===== src/rtl/tx_stat_stack.sv =====
module tx_stat_stack #(
  parameter int DEPTH = 4,
  parameter logic [4:0] OP_TX_RST  = 5'h0B,
  parameter logic [4:0] OP_GLB_RST = 5'h00
) (
  input  logic       clk,
  input  logic       rst_n,
  input  logic       push_vld,
  input  logic       push_intr_req,
  input  logic       push_jabber,
  input  logic       push_underrun,
  input  logic       push_maxcoll,
  input  logic       host_wr,
  input  logic       cmd_vld,
  input  logic [4:0] cmd_op,
  output logic [7:0] stat_byte,
  output logic       tx_fatal,
  output logic       txc_evt
);
  // DEPTH must be a power of two, at least 2
  localparam int PW = $clog2(DEPTH);
  localparam int CW = PW + 1;

  logic [3:0]    mem [DEPTH];
  logic [PW-1:0] rd_ptr, wr_ptr;
  logic [CW-1:0] count;
  logic          ovf_flag;

  wire       clr    = cmd_vld && (cmd_op == OP_TX_RST || cmd_op == OP_GLB_RST);
  wire       empty  = (count == '0);
  wire       full   = (count == CW'(DEPTH));
  wire       pop    = host_wr && !empty && !clr;
  wire       acc    = push_vld && !clr && (!full || pop);
  wire       drop   = push_vld && !clr && full && !pop;
  wire [3:0] rec_in = {push_intr_req, push_jabber, push_underrun, push_maxcoll};
  wire       qual   = push_vld && !clr && (|rec_in);
  wire       fatal_in = push_vld && !clr && (push_jabber || push_underrun);

  always_ff @(posedge clk) begin
    if (acc) mem[wr_ptr] <= rec_in;
  end

  always_ff @(posedge clk or negedge rst_n) begin
    if (!rst_n) begin
      rd_ptr   <= '0;
      wr_ptr   <= '0;
      count    <= '0;
      ovf_flag <= 1'b0;
      tx_fatal <= 1'b0;
      txc_evt  <= 1'b0;
    end else if (clr) begin
      rd_ptr   <= '0;
      wr_ptr   <= '0;
      count    <= '0;
      ovf_flag <= 1'b0;
      tx_fatal <= 1'b0;
      txc_evt  <= 1'b0;
    end else begin
      if (pop) rd_ptr <= rd_ptr + PW'(1);
      if (acc) wr_ptr <= wr_ptr + PW'(1);
      case ({acc, pop})
        2'b10:   count <= count + CW'(1);
        2'b01:   count <= count - CW'(1);
        default: count <= count;
      endcase
      if (drop)     ovf_flag <= 1'b1;
      else if (pop) ovf_flag <= 1'b0;
      if (fatal_in) tx_fatal <= 1'b1;
      txc_evt <= qual;
    end
  end

  assign stat_byte = empty ? 8'h00 : {1'b1, mem[rd_ptr], ovf_flag, 2'b00};


  depth_bound_chk: assert property (@(posedge clk) disable iff (!rst_n)
    count <= CW'(DEPTH));


  empty_read_chk: assert property (@(posedge clk) disable iff (!rst_n)
    (count == '0) |-> (stat_byte == 8'h00));


  overflow_mark_chk: assert property (@(posedge clk) disable iff (!rst_n)
    (push_vld && full && !host_wr && !clr) |=> stat_byte[2]);


  fatal_hold_chk: assert property (@(posedge clk) disable iff (!rst_n)
    (tx_fatal && !clr) |=> tx_fatal);


  reset_cmd_chk: assert property (@(posedge clk) disable iff (!rst_n)
    clr |=> (stat_byte == 8'h00 && !tx_fatal && !txc_evt));


  event_chk: assert property (@(posedge clk) disable iff (!rst_n)
    (push_vld && !clr && (push_intr_req || push_jabber || push_underrun || push_maxcoll))
      |=> txc_evt);


  swap_full_chk: assert property (@(posedge clk) disable iff (!rst_n)
    (full && push_vld && host_wr && !clr) |=> (count == CW'(DEPTH)));
endmodule


===== config.mk =====
export PLATFORM = sky130hd
export DESIGN_NAME = tx_stat_stack
export DESIGN_NICKNAME = d
export VERILOG_FILES = /design/src/rtl/tx_stat_stack.sv
export SDC_FILE = /design/constraint.sdc
export NUM_CORES = 1
export LEC_CHECK = 0
export BUFFER_PORTS_ARGS = -buffer_cell sky130_fd_sc_hd__buf_2
export CELL_PAD_IN_SITES_DETAIL_PLACEMENT = 0
export CELL_PAD_IN_SITES_GLOBAL_PLACEMENT = 1
export CORE_MARGIN = 5
export CORE_UTILIZATION = 46
export CTS_BUF_LIST = sky130_fd_sc_hd__clkbuf_2
export DETAILED_ROUTE_END_ITERATION = 6
export PLACE_DENSITY = 0.84
export SYNTH_ARGS = -nofsm -noshare
export SYNTH_HDL_FRONTEND = slang
export SYNTH_SLANG_ARGS = --single-unit
export TNS_END_PERCENT = 5

===== constraint.sdc =====
create_clock -name clk -period 3.3 [get_ports clk]
set_clock_uncertainty 0.1 [all_clocks]
set_input_delay 0.165 -clock clk [delete_from_list [all_inputs] [get_ports clk]]
set_output_delay 0.165 -clock clk [all_outputs]
set_load 0.005 [all_outputs]

==> results_dict.tcl, run 1 <==
set metrics [dict create \
    grt_pass1_vias 974 \
    place_congestion 0.743 \
    io_buffers 21 \
    dp.final_hpwl_mm 1.87 \
    drtAntennaViolNets 0 \
    cts-root-buf "clkbuf_2" \
    grt_pass1_wl_mm 4.75 \
    cts_buffer_depth 2 \
    cts_resized 0 \
    avgSynthCellArea_um2 12.4 \
    ys_types 40 \
    cap_violations 0 \
    synthArstFlopShare 0.385 \
    ir_worst_vdd_mv 0.457 \
    final_nets 153 \
    dp.cells 155 \
    grt.overflow.total 0 \
    cp_max_fo 11 \
    synth_top_area_cell "edfxtp_1" \
    htreeDepth 1 \
    die-area_um2 4160 \
    rsz0062_at_grt "no" \
    drt-initial-drc-count 18 \
    setup_viol 0 \
    gr-usage-all-layers 0.146 \
    yosys.area.top_type_share 0.352 \
    antenna_cells 0 \
    dpl_cell_area_um2 1470 \
    worst_pin_slew_ns 0.723 \
    power_density_nw_per_um2 718 \
    cts_setup_buffers 0 \
    io_pins 24 \
    synth.most_common_cell "edfxtp_1" \
    ys_seq_area_frac 0.535 \
    die_w_um 64.5 \
    core-area_um2 2810 \
    clock_sinks 26 \
    end_kind "flip-flop" \
    ys_ff_latch 26 \
    via_per_inst 5.70 \
    synth_common_cells "16 x edfxtp_1, 10 x dfrtp_1, 7 x inv_1, 7 x o21ai_0" \
    worstPathArrival_ns 2.76 \
    antenna_found_initial 0 \
    num_vias 934 \
    drive_gt1_frac 0.271 \
    yosysWarnings 0 \
    grt_max_degree 16 \
    min_period_ns 2.61 \
    nFillCells 244 \
    synth_ff_type "edfxtp_1" \
    drcViolationCount 0 \
    crit_type "flip-flop to flip-flop" \
    routed_wl_mm 2.63 \
    fmax_mhz 383 \
    cp_data_required_time_ns 3.45 \
    setup_tns_ns 0 \
    drt_pre_antenna_iters 4 \
    cts_tree "done" \
    initial_utilization 0.487 \
    relSlewSlack 0.517 \
    postLayoutCellArea_um2 1560 \
    die-height_um 64.5 \
    cts_hold_buf 5 \
    synth_area_um2 1370 \
    hp-class "primary input to async pin" \
    hold_violations 0 \
    fin_cells 164 \
    synthCells 110 \
    rows 19 \
    p_leak_nw 0.615 \
    worstSkewPairLatency_ns 0.36 \
    slew_viol_final 0 \
    wire_per_inst_um 16.0 \
    clk_pin_slew_ns 0.24 \
    ys_top_cells_by_area "edfxtp_1 35%, dfrtp_1 18%, mux4_2 6.6%" \
    cp-start-kind "flip-flop" \
    areaGrowthSynthToFinish_pct 14.6 \
    finalPower_mw 1.12 \
    cts_made_buffers 3 \
    fin_crit_sh 0.792 \
    synth_edf_count 16 \
    status "completed" \
]
-- power by group --
group / internal, mW / leakage, nW / switching, mW
clock network: 0.104 / 0.0266 / 0.0941
registers: 0.428 / 0.265 / 0.108
logic: 0.210 / 0.323 / 0.179
total: 0.742 / 0.615 / 0.381
-- cells by family after synthesis --
group / after synthesis / synth area share
AOI/OAI and AO/OA: 22 / 0.113
xor gates and xnor gates: 3 / 0.0193
adders and majority gates: 5 / 0.0513
buffers and inverters: 16 / 0.0568
DFF: 26 / 0.535
muxes: 4 / 0.0660
other: 1 / 0.00275
and+or+nand+nor: 33 / 0.156
-- layout make-up --
type / instances / area (um^2) / area share
flip-flops and latches: 26 / 731 / 0.467
multi-input cells: 69 / 561 / 0.358
repair buffers: 27 / 163 / 0.104
well taps: 31 / 38.8 / 0.0248
clock inverters: 1 / 30.0 / 0.0192
inverters: 7 / 26.3 / 0.0168
clock buffers: 3 / 15.0 / 0.00960
-- registers in the layout (all words and copies together), names as in the netlist --
name and cells:
count 3, mem 16, ovf_flag 1, rd_ptr 2, tx_fatal 1, txc_evt 1
wr_ptr 2
-- worst max-delay path: stages, from the launching register on --
cell and delay (ns):
dfrtp_1 0.56, o31ai_1 0.39, nand2b_1 0.19, nor2_1 0.06, fa_1 0.44, or3b_2 0.48, a32oi_1 0.19, a31oi_1 0.12
-- placed cells by master (no fill, tap or decap), types with 2 or more instances in the layout --
| cell type | instances |
|---|---|
| buf_2 | 21 |
| nor3b_1 | 4 |
| edfxtp_1 | 16 |
| xor2_1 | 2 |
| nand3_1 | 5 |
| conb_1 | 2 |
| ha_1 | 4 |
| dlygate4sd3_1 | 5 |
| inv_1 | 7 |
| o21ai_0 | 7 |
| nor4b_1 | 2 |
| nand2_1 | 3 |
| dfrtp_1 | 10 |
| a21oi_1 | 6 |
| clkbuf_2 | 3 |
| nor2b_1 | 6 |
| mux4_2 | 4 |
| nor2_1 | 3 |
-- metal layers --
| layer | vias up | wire length (um) | global-route usage |
|---|---|---|---|
| met3 | 4 | 115 | 0.0225 |
| met4 | 0 | 31 | 0.0475 |
| met1 | 459 | 1160 | 0.189 |
| met2 | 22 | 1320 | 0.253 |
| li1 | 449 | - | - |
| met5 | - | 0 | 0 |
-- path summary, 6_finish.rpt --
kind / startpoint / to / slack [ns] / cells past startpoint
worst max-delay path: count[0] / count[2] / 0.69 / 7
worst min-delay path: rst_n / wr_ptr[1] / 0.05 / 2
worst max register to register: count[0] / count[2] / 0.69 / 7
worst min register to register: tx_fatal / tx_fatal / 0.43 / 2
max in group asynchronous: rst_n / rd_ptr[0] / 2.84 / 2
min in group clk: push_vld / wr_ptr[0] / 0.06 / 3
-- stage by stage --
| step | setup slack, ns | hold WS [ns] | util |
|---|---|---|---|
| detailed placement | 0.696 | -0.0571 | 0.524 |
| finish | 0.687 | 0.0523 | 0.558 |
| CTS | 0.694 | 0.0470 | 0.558 |
| global route | 0.455 | 0.0439 | 0.558 |
| global placement | 0.808 | -0.0582 | 0.524 |
| floorplan | 0.718 | -0.231 | - |
(Power assumes the default switching activity.)
==> run 2: changes to the inputs <==
==> constraint.sdc (replaced) <==
create_clock -name clk -period 2.66 [get_ports clk]
set_clock_uncertainty 0.1 [all_clocks]
set_input_delay 0.133 -clock clk [delete_from_list [all_inputs] [get_ports clk]]
set_output_delay 0.133 -clock clk [all_outputs]
set_load 0.005 [all_outputs]
==> results_dict.tcl, run 2 (synthesis results as in run 1) <==
set metrics [dict create \
    io_pins 24 \
    largest_register_ffs 16 \
    place_congestion 0.734 \
    cp_slowest_stage_delay_ns 0.48 \
    htreeDepth 1 \
    grt_pass1_wl_mm 4.47 \
    cp_data_required_time_ns 2.80 \
    end_kind "flip-flop" \
    cts_made_buffers 3 \
    drt_pre_antenna_iters 4 \
    die-area_um2 4160 \
    rows 19 \
    via_per_inst 5.54 \
    areaGrowthSynthToFinish_pct 14.8 \
    io_buffers 21 \
    reg_top3 "mem: 16 flops, count: 3 flops" \
    grt_pass1_vias 945 \
    clk_pin_slew_ns 0.23 \
    rsz0062_at_grt "no" \
    finalPower_mw 1.33 \
    hold_violations 0 \
    fmax_mhz 423 \
    crit_type "flip-flop to flip-flop" \
    drtAntennaViolNets 0 \
    slew_viol_final 0 \
    worstSkewPairLatency_ns 0.33 \
    min_period_ns 2.37 \
    initial_utilization 0.487 \
    setup_tns_ns 0 \
    grt.overflow.total 0 \
    fin_ws_ns 0.293 \
    ir_worst_vdd_mv 0.436 \
    top_register "mem" \
    relSlewSlack 0.532 \
    grt_max_degree 16 \
    cts-root-buf "clkbuf_2" \
    cp_max_fo 5 \
    cts_buffer_depth 2 \
    final_common_cell "buf_2" \
    place_ws_ns 0.143 \
    cts_tree "done" \
    fin_crit_sh 0.890 \
    cap_violations 0 \
    cp_cell_sequence "o31ai_1, nand2b_1, nor2_1, fa_1, or3b_2, a32oi_1, a31oi_1" \
    cp_top_family "simple AND/OR/NAND/NOR gates" \
    utilization 0.559 \
    gr-usage-all-layers 0.141 \
    worst_pin_slew_ns 0.700 \
    num_vias 930 \
    routed_wl_mm 2.61 \
    cp-start-kind "flip-flop" \
    drt-initial-drc-count 27 \
    core-area_um2 2810 \
    die_w_um 64.5 \
    cts_setup_buffers 0 \
    final_nets 157 \
    drcViolationCount 0 \
    die-height_um 64.5 \
    power_density_nw_per_um2 850 \
    dp.final_hpwl_mm 1.91 \
    critical-path-slowest-cell "or3b_2" \
    hp-class "primary input to async pin" \
    antenna_found_initial 0 \
    p_leak_nw 0.622 \
    drive_gt1_frac 0.285 \
    layout_common_cells "21 x buf_2, 16 x edfxtp_1, 10 x dfrtp_1" \
    nFillCells 244 \
    antenna_cells 0 \
    status "completed" \
    cp_num_buf_inv 0 \
    wire_per_inst_um 15.5 \
    setup_viol 0 \
    clock_sinks 26 \
    worstPathArrival_ns 2.51 \
]
==> run 2: cell count changes in the layout (fill, tap and decap cells not counted), sizes merged <==
cell    delta
buf        +4
bufinv     -1
clkinv     +1
==> run 2: where the power goes <==
| group | internal [mW] | switching [mW] |
|---|---|---|
| logic | 0.301 | 0.281 |
| clock network | 0.0327 | 0.109 |
| registers | 0.531 | 0.0773 |
==> run 2: final cells by class <==
class / count / area [um^2] / share of cell area
clock buffers: 3 / 15.0 / 0.00958
multi-input cells: 69 / 561 / 0.358
clock inverters: 1 / 3.75 / 0.00239
well taps: 31 / 38.8 / 0.0247
flip-flops and latches: 26 / 731 / 0.466
inverters: 7 / 26.3 / 0.0168
repair buffers: 31 / 193 / 0.123
==> run 2: what timing repair did <==
action	CTS	global route
hold buffers	5	0
endpoints found under the hold margin	26	0
resized for setup	0	0
==> run 2: path summary, 6_finish.rpt <==
check | from | to | slack (ns) | cells after the start
max in group asynchronous | rst_n | rd_ptr[0] | 2.22 | 2
min in group clk | push_vld | wr_ptr[0] | 0.06 | 3
hold / removal | rst_n | tx_fatal | 0.04 | 2
setup reg to reg | count[0] | count[2] | 0.29 | 7
setup / recovery | count[0] | count[2] | 0.29 | 7
hold reg to reg | ovf_flag | ovf_flag | 0.46 | 2
==> run 2: per-stage QoR <==
step	instance area, um^2	instances	hold WS (ns)
after CTS	1570	168	0.0191
final	1570	168	0.0363
after global placement	1500	159	-0.0906
after floorplan	1370	111	-0.263
after global routing	1570	168	0.0280
after detailed placement	1500	159	-0.0918
==> run 2: layer usage <==
| layer | part of all wire | global-route usage | vias to the layer above | wire length, um |
|---|---|---|---|---|
| met1 | 0.43 | 0.169 | 448 | 1120 |
| met2 | 0.51 | 0.249 | 23 | 1320 |
| met3 | 0.050 | 0.0225 | 4 | 131 |
| li1 | - | - | 455 | - |
| met5 | 0 | 0 | - | 0 |
| met4 | 0.014 | 0.0633 | 0 | 36 |
==> run 3: changes to the inputs <==
--- a/config.mk
+++ b/config.mk
@@ -5,6 +5,7 @@
 export SDC_FILE = /design/constraint.sdc
 export NUM_CORES = 1
 export LEC_CHECK = 0
+export ABC_CLOCK_PERIOD_IN_PS = 2660
 export BUFFER_PORTS_ARGS = -buffer_cell sky130_fd_sc_hd__buf_2
 export CELL_PAD_IN_SITES_DETAIL_PLACEMENT = 0
 export CELL_PAD_IN_SITES_GLOBAL_PLACEMENT = 1
==> constraint.sdc (replaced) <==
create_clock -name clk -period 2.66 [get_ports clk]
set_clock_uncertainty 0.1 [all_clocks]
set_input_delay 0.532 -clock clk [delete_from_list [all_inputs] [get_ports clk]]
set_output_delay 0.532 -clock clk [all_outputs]
set_load 0.005 [all_outputs]
==> results_dict.tcl, run 3 (synthesis results as in run 1) <==
set metrics [dict create \
    worstSkewPairLatency_ns 0.36 \
    drive_gt1_frac 0.319 \
    antenna_found_initial 0 \
    cp_num_buf_inv 1 \
    antenna_cells 0 \
    fmax_mhz 411 \
    drcViolationCount 0 \
    clock_sinks 26 \
    crit_type "flip-flop to primary output" \
    grt_pass1_vias 1006 \
    cp_top_family "flip-flops" \
    cts_setup_buffers 0 \
    routed_wl_mm 2.67 \
    cp_slowest_stage_delay_ns 0.62 \
    final_common_cell "buf_2" \
    largest_register_ffs 16 \
    hold_violations 0 \
    io_buffers 21 \
    die_w_um 64.5 \
    die-height_um 64.5 \
    fin_cells 166 \
    worst_pin_slew_ns 0.749 \
    via_per_inst 5.70 \
    areaGrowthSynthToFinish_pct 13.9 \
    drt-initial-drc-count 21 \
    end_kind "primary output" \
    cts_buffer_depth 2 \
    cp-start-kind "flip-flop" \
    final_nets 155 \
    top_register "mem" \
    wl_met1_mm 1.10 \
    status "completed" \
    dp.cells 161 \
    min_period_ns 2.44 \
    rows 19 \
    place_ws_ns -0.0942 \
    htreeDepth 1 \
    postLayoutCellArea_um2 1560 \
    ir_worst_vdd_mv 0.420 \
    drt_pre_antenna_iters 4 \
    core-area_um2 2810 \
    drtAntennaViolNets 0 \
    setup_viol 0 \
    cp_data_required_time_ns 2.03 \
    top_layer "met4" \
    cap_violations 0 \
    relSlewSlack 0.500 \
    rsz0062_at_grt "no" \
    utilization 0.554 \
    clk_pin_slew_ns 0.24 \
    power_density_nw_per_um2 869 \
    fin_ws_ns 0.224 \
    reg_top3 "mem: 16 flops, count: 3 flops" \
    wire_per_inst_um 16.1 \
    slew_viol_final 0 \
    dp.final_hpwl_mm 2.04 \
    io_pins 24 \
    cts_made_buffers 3 \
    place_congestion 0.784 \
    cts-root-buf "clkbuf_2" \
    layout_common_cells "21 x buf_2, 16 x edfxtp_1, 10 x dfrtp_1" \
    grt_pass1_wl_mm 4.66 \
    worstPathArrival_ns 1.80 \
    cp_max_fo 6 \
    p_leak_nw 0.614 \
    hp-class "primary input to flip-flop" \
    gr-usage-all-layers 0.142 \
    nFillCells 243 \
    fin_crit_sh 0.916 \
    routed-wl-met2_mm 1.44 \
    num_vias 946 \
    dpl_cell_area_um2 1530 \
    critical-path-slowest-cell "dfrtp_1" \
    grt_max_degree 15 \
    grt.overflow.total 0 \
    cts_tree "done" \
    die-area_um2 4160 \
    met3WireLength_um 108 \
    initial_utilization 0.487 \
    setup_tns_ns 0 \
    cp_cell_sequence "mux4_2, nor2b_1, buf_2" \
    ff2ff_setup_slack_ns 0.32 \
]
==> run 3: final timing paths <==
check	startpoint	end	cells past startpoint
min in group asynchronous	rst_n	count[2]	2
min	push_maxcoll	mem[1][0]	1
max in group asynchronous	rst_n	wr_ptr[1]	2
max	rd_ptr[0]	stat_byte[4]	3
min reg2reg	tx_fatal	tx_fatal	2
max reg2reg	count[0]	count[2]	8
==> run 3: final cells by class <==
cell class              instances  area, um^2  area share
clock buffers                   3        15.0     0.00965
clock inverters                 1        3.75     0.00241
inverters                       7        26.3      0.0169
multi-input cells              69         573       0.368
flip-flops and latches         26         731       0.470
well taps                      31        38.8      0.0249
repair buffers                 29         168       0.108
==> run 3: timing repair <==
item	in CTS	in global routing
hold buffers	1	0
endpoints found under the hold margin	10	0
resized for setup	0	0
==> run 3: stage by stage <==
| stage | hold slack [ns] | total power, mW |
|---|---|---|
| 6_report | 0.291 | 1.35 |
| 3_5_place_dp | 0.312 | 1.22 |
| 2_1_floorplan | 0.136 | 1.01 |
| 5_1_grt | 0.269 | 1.46 |
| 4_1_cts | 0.289 | 1.37 |
| 3_3_place_gp | 0.306 | 1.18 |
==> run 3: metal layers <==
metal	vias up	track usage
met5	-	0
met4	0	0.0396
li1	450	-
met3	2	0.0207
met2	23	0.267
met1	471	0.170
==> run 3: report_power, final <==
part           switching (mW)  internal (mW)
combinational           0.285          0.306
clock                   0.118         0.0327
sequential             0.0800          0.531
==> run 3: worst reg2reg max path, stage by stage, from the launching register on <==
cell and delay, ns:
dfrtp_1 0.44, o31ai_1 0.34, nand2b_1 0.25, nor2_4 0.06, fa_2 0.36, buf_4 0.15
nor4b_1 0.29, o21ai_0 0.14, a31oi_1 0.17
